--- src/rtl/btn_irq_pkg.sv ---
package btn_irq_pkg;

  // Strobes from the control decode to the datapath registers
  typedef struct packed {
    logic cntZero;   // restart the stability counter
    logic cntInc;    // advance the stability counter
    logic lvlLoad;   // accept the synchronized level as filtered level
    logic evtFire;   // raise the one-cycle event pulse
    logic pendSet;   // set the pending flag
    logic pendClr;   // clear the pending flag
  } irq_strobe_t;

endpackage

--- src/rtl/btn_irq_dp.sv ---
module btn_irq_dp
  import btn_irq_pkg::*;
#(
  parameter int SYNC_STAGES = 3,
  parameter int STABLE_CLKS = 16
) (
  input  logic        clk,
  input  logic        rst,
  input  logic        btnRaw,
  input  irq_strobe_t strb,
  output logic        syncBit,
  output logic        debLvl,
  output logic        lvlPrev,
  output logic        cntAtLimit,
  output logic        irqPulse,
  output logic        irqPending
);

  localparam int CNT_W = (STABLE_CLKS > 1) ? $clog2(STABLE_CLKS) : 1;
  localparam logic [CNT_W-1:0] CNT_LAST = CNT_W'(STABLE_CLKS - 1);

  logic [SYNC_STAGES-1:0] syncQ;
  logic [CNT_W-1:0]       stabCnt;

  // Synchronizer chain, one register per stage
  for (genvar g = 0; g < SYNC_STAGES; g++) begin : gSync
    if (g == 0) begin : gHead
      always_ff @(posedge clk or posedge rst) begin
        if (rst) syncQ[0] <= 1'b0;
        else     syncQ[0] <= btnRaw;
      end
    end else begin : gTail
      always_ff @(posedge clk or posedge rst) begin
        if (rst) syncQ[g] <= 1'b0;
        else     syncQ[g] <= syncQ[g-1];
      end
    end
  end

  assign syncBit    = syncQ[SYNC_STAGES-1];
  assign cntAtLimit = (stabCnt == CNT_LAST);

  // Stability counter and filtered level
  always_ff @(posedge clk or posedge rst) begin
    if (rst) begin
      stabCnt <= '0;
      debLvl  <= 1'b0;
    end else begin
      if (strb.cntZero)     stabCnt <= '0;
      else if (strb.cntInc) stabCnt <= stabCnt + 1'b1;
      if (strb.lvlLoad)     debLvl  <= syncBit;
    end
  end

  // Edge history, event pulse and sticky request
  always_ff @(posedge clk or posedge rst) begin
    if (rst) begin
      lvlPrev    <= 1'b0;
      irqPulse   <= 1'b0;
      irqPending <= 1'b0;
    end else begin
      lvlPrev  <= debLvl;
      irqPulse <= strb.evtFire;
      if (strb.pendSet)      irqPending <= 1'b1;
      else if (strb.pendClr) irqPending <= 1'b0;
    end
  end

  AST_PULSE_SINGLE: assert property (@(posedge clk) disable iff (rst)
    irqPulse |=> !irqPulse);
  AST_PULSE_ON_RISE: assert property (@(posedge clk) disable iff (rst)
    irqPulse |-> (lvlPrev && !$past(lvlPrev)));
  AST_PEND_AFTER_PULSE: assert property (@(posedge clk) disable iff (rst)
    irqPulse |=> irqPending);
  AST_PEND_FROM_EVENT: assert property (@(posedge clk) disable iff (rst)
    $rose(irqPending) |-> $past(irqPulse));
  AST_PEND_STICKY: assert property (@(posedge clk) disable iff (rst)
    (irqPending && !strb.pendClr) |=> irqPending);
  AST_CNT_RANGE: assert property (@(posedge clk) disable iff (rst)
    stabCnt <= CNT_LAST);
  AST_LVL_FOLLOWS_SYNC: assert property (@(posedge clk) disable iff (rst)
    !$stable(debLvl) |-> (debLvl == $past(syncBit)));

endmodule

--- src/rtl/btn_irq_ctrl.sv ---
module btn_irq_ctrl
  import btn_irq_pkg::*;
(
  input  logic        syncBit,
  input  logic        debLvl,
  input  logic        lvlPrev,
  input  logic        cntAtLimit,
  input  logic        irqPulse,
  input  logic        irqClr,
  output irq_strobe_t strb
);

  always_comb begin
    strb = '0;
    // Filter decision: restart while agreeing, accept at end of window
    if (syncBit == debLvl) begin
      strb.cntZero = 1'b1;
    end else if (cntAtLimit) begin
      strb.cntZero = 1'b1;
      strb.lvlLoad = 1'b1;
    end else begin
      strb.cntInc = 1'b1;
    end
    // Released-to-pressed transition of the filtered level only
    strb.evtFire = debLvl & ~lvlPrev;
    // A pending set outranks a simultaneous clear
    strb.pendSet = irqPulse;
    strb.pendClr = irqClr & ~irqPulse;
  end

endmodule

--- src/rtl/btn_irq_gen.sv ---
module btn_irq_gen
  import btn_irq_pkg::*;
#(
  parameter int SYNC_STAGES = 3,
  parameter int STABLE_CLKS = 16
) (
  input  logic clk,
  input  logic rst,
  input  logic btnRaw,
  input  logic irqClr,
  output logic irqPulse,
  output logic irqPending
);

  irq_strobe_t irqStrb;
  logic        syncBit;
  logic        debLvl;
  logic        lvlPrev;
  logic        cntAtLimit;

  btn_irq_ctrl u_ctrl (
    .syncBit    (syncBit),
    .debLvl     (debLvl),
    .lvlPrev    (lvlPrev),
    .cntAtLimit (cntAtLimit),
    .irqPulse   (irqPulse),
    .irqClr     (irqClr),
    .strb       (irqStrb)
  );

  btn_irq_dp #(
    .SYNC_STAGES (SYNC_STAGES),
    .STABLE_CLKS (STABLE_CLKS)
  ) u_dp (
    .clk        (clk),
    .rst        (rst),
    .btnRaw     (btnRaw),
    .strb       (irqStrb),
    .syncBit    (syncBit),
    .debLvl     (debLvl),
    .lvlPrev    (lvlPrev),
    .cntAtLimit (cntAtLimit),
    .irqPulse   (irqPulse),
    .irqPending (irqPending)
  );

  AST_CLR_DROPS: assert property (@(posedge clk) disable iff (rst)
    (irqClr && !irqPulse) |=> !irqPending);

endmodule

--- config.mk ---
export PLATFORM = sky130hd
export DESIGN_NAME = btn_irq_gen
export DESIGN_NICKNAME = d
export VERILOG_FILES = /design/src/rtl/btn_irq_pkg.sv /design/src/rtl/btn_irq_dp.sv /design/src/rtl/btn_irq_ctrl.sv /design/src/rtl/btn_irq_gen.sv
export SDC_FILE = /design/constraint.sdc
export NUM_CORES = 1
export LEC_CHECK = 0
export CAP_MARGIN = 5
export CORE_AREA = 2 2 39 41
export CTS_BUF_LIST = sky130_fd_sc_hd__clkbuf_2
export DETAILED_ROUTE_END_ITERATION = 7
export DIE_AREA = 0 0 41 43
export PLACE_DENSITY = 0.59
export SLEW_MARGIN = 30
export SYNTH_ARGS = -nofsm -noshare
export SYNTH_HDL_FRONTEND = slang
export SYNTH_SLANG_ARGS = --single-unit
--- constraint.sdc ---
create_clock -name clk -period 1.04 [get_ports clk]
set_input_delay 0.208 -clock clk [delete_from_list [all_inputs] [get_ports clk]]
set_output_delay 0.208 -clock clk [all_outputs]
set_load 0.02 [all_outputs]
==> impl_metrics.toml <==
[run_status]
status = "complete, but fails checks"
violations = "setup timing"

[setup_path]
cp_cell_sequence = "ha_4 -> nand3_4 -> mux2_4"
worstPathRequired_ns = 1.18
cp_num_buf_inv = 0
end_kind = "register"
crit_type = "register to register"
cp.arrival_ns = 1.20
cpLargestDelayFamily = "flip-flops"
cp-start-kind = "register"
cpPeakStageDelay_ns = 0.42
crit_slowest_cell = "dfrtp_1"
critPathMaxFanout = 2

[placed_design]
portBuffers = 5
place_area_um2 = 495
finalWeightedCongestion = 0.741
dpl.hpwl_um = 420

[sta]
setup_slack_ns = -0.0180
min_period_ns = 1.06
relSlewSlack = 0.734
tightest_slew_ns = 0.399
hold_viol = 0
fmax_mhz = 945
rsz0062_at_grt = "yes"
finClkSkew_ns = 0.00535
finalCritPeriodShare = 1.02
setup_viol = 1
drv_slew = 0

[clocking]
clock_latency_ns = 0.24
root_buffer = "clkbuf_2"
cts_tree = "yes"
numCtsBuffers = 3
htree_num_levels = 1
clock-sinks = 11
cts_buffer_depth = 2
clkTransAtPathRegs_ns = 0.10

[synthesis]
seq_area_frac_synth = 0.692
postSynthCellCount = 28
synth.most_common_cell = "dfrtp_1"
synth_fp_nets = 33
synth_cell_type_count = 12
synth_edf_count = 0
synthFlopType = "dfrtp_1"
synth_top_area_share = 0.692
yosysWarnings = 0
ys_top_cells_by_count = "dfrtp_1, nor2_1, inv_1"
synth_area_leaders = "dfrtp_1, xnor2_1, mux2_4"
synthArstFlopShare = 1.00
ys_seq_elements = 11
synth_top_cell_by_area = "dfrtp_1"
synth_area_um2 = 398
syn_avg_cell_area_um2 = 14.2

[power_and_ir_drop]
power_density_mw_per_mm2 = 1380
p_sw_w = 0.000167
vdd_drop_max_mv = 0.663
seqPwrFrac = 0.610
clockPowerShare = 0.310
p_int_w = 0.000581
p_leak_nw = 0.276
switching_share = 0.223
combPwrFrac = 0.080

[global_routing]
grt_pass1_wl_mm = 1.03
grt_max_degree = 12
antenna_found_initial = 0
grt.overflow.total = 0
grt_usage = 0.0938
grt_pass1_vias = 254

[layout]
fin_util = 0.392
layout-drive-gt1-share = 0.366
diodes = 0
nFillCells = 139
area_growth_pct = 36.5
layout.nets = 47
fin_area_um2 = 543

[floorplan]
fp.dieArea_mm2 = 0.00176
rows = 14
die_y_um = 43
core_area_mm2 = 0.00138
dieWidth_um = 41
initial_core_util = 0.288
pin_count = 6

[detailed_routing]
wire_per_inst_um = 10.2
wirelength_um = 584
vias = 236
ant_nets = 0
drtIter0Drc = 2
vias_per_cell = 4.14
drc_errors = 0
drt-pass1-iter-count = 2

[worst_hold_path]
hold_path_class = "primary input to asynchronous set/reset pin"

[flow_run]
drv_cap = 0
==> per-layer routing <==
metal,track usage,share of wire
met2,0.138,0.53
met1,0.101,0.41
met5,0,0
met4,0.0600,0
met3,0.0471,0.053
==> power groups by stage <==
stage                     Combinational, W  Clock, W  Sequential, W
after floorplan                  0.0000326         0       0.000463
after detailed placement         0.0000553         0       0.000465
final                            0.0000598  0.000232       0.000456
after global placement           0.0000517         0       0.000464
after global routing             0.0000691  0.000265       0.000459
after CTS                        0.0000615  0.000250       0.000456
==> registers in the layout, summed over array words and instances (netlist names) <==
register and cells:
u_dp.syncQ 2, u_dp.stabCnt 4, u_dp.syncBit 1, u_dp.lvlPrev 1, u_dp.irqPending 1, u_dp.irqPulse 1
u_dp.debLvl 1
==> repair_timing <==
action,CTS,global route
setup endpoints to repair,3,6
resized for setup,8,5
pin swaps,1,0
hold buffers,0,0
buffers inserted,2,1
==> worst paths after layout <==
check | from | endpoint | slack, ns | cells after the start
max in group asynchronous | rst | u_dp.stabCnt[1] | 0.52 | 2
setup reg to reg | u_dp.stabCnt[0] | u_dp.debLvl | -0.02 | 3
hold reg to reg | u_dp.syncQ[1] | u_dp.syncBit | 0.36 | 0
setup / recovery | u_dp.stabCnt[0] | u_dp.debLvl | -0.02 | 3
min in group clk | u_dp.syncQ[1] | u_dp.syncBit | 0.36 | 0
hold / removal | rst | u_dp.stabCnt[3] | 0.23 | 2
==> stage by stage <==
| step | hold slack, ns | TNS, ns | total power (W) | instances | worst slack, ns |
|---|---|---|---|---|---|
| final | 0.232 | -0.0180 | 0.000748 | 57 | -0.0180 |
| after global routing | 0.266 | -0.0719 | 0.000794 | 57 | -0.0471 |
| after CTS | 0.233 | -0.0226 | 0.000767 | 56 | -0.0226 |
| after detailed placement | 0.339 | -0.247 | 0.000520 | 50 | -0.108 |
| after global placement | 0.332 | -0.199 | 0.000515 | 50 | -0.0941 |
| after floorplan | 0.0604 | -0.0140 | 0.000496 | 28 | -0.0140 |
==> cells in the final DEF (no fill, tap or decap), drive strengths merged <==
cell type,synthesis,layout
nor2,4,4
nand3,2,2
nand2b,1,1
dfrtp,11,11
clkdlybuf4s50,0,3
a21o,1,1
mux2,1,1
nor2b,1,1
ha,1,1
clkbuf,0,4
xnor2,2,2
xor2,1,1
inv,3,3
buf,0,6
==> cell type report <==
cell class,count,area (um^2),area share
sequential,11,275,0.507
multi-input combinational,14,134,0.247
timing repair buffer,9,82.6,0.152
clock buffer,4,20.0,0.0369
tap,16,20.0,0.0369
inverter,3,11.3,0.0207
==> logic make-up (layout without fill, tap and decap cells) <==
family,count (synthesis),count (layout),share of synthesized area
and+or+nand+nor,8,8,0.126
AOI/OAI and AO/OA,1,1,0.0189
muxes,1,1,0.0377
buffers and inverters,3,16,0.0283
adders and majority gates,1,1,0.0314
DFF,11,11,0.692
xor gates and xnor gates,3,3,0.0660
Note: power is estimated with default switching activity, not from simulation.
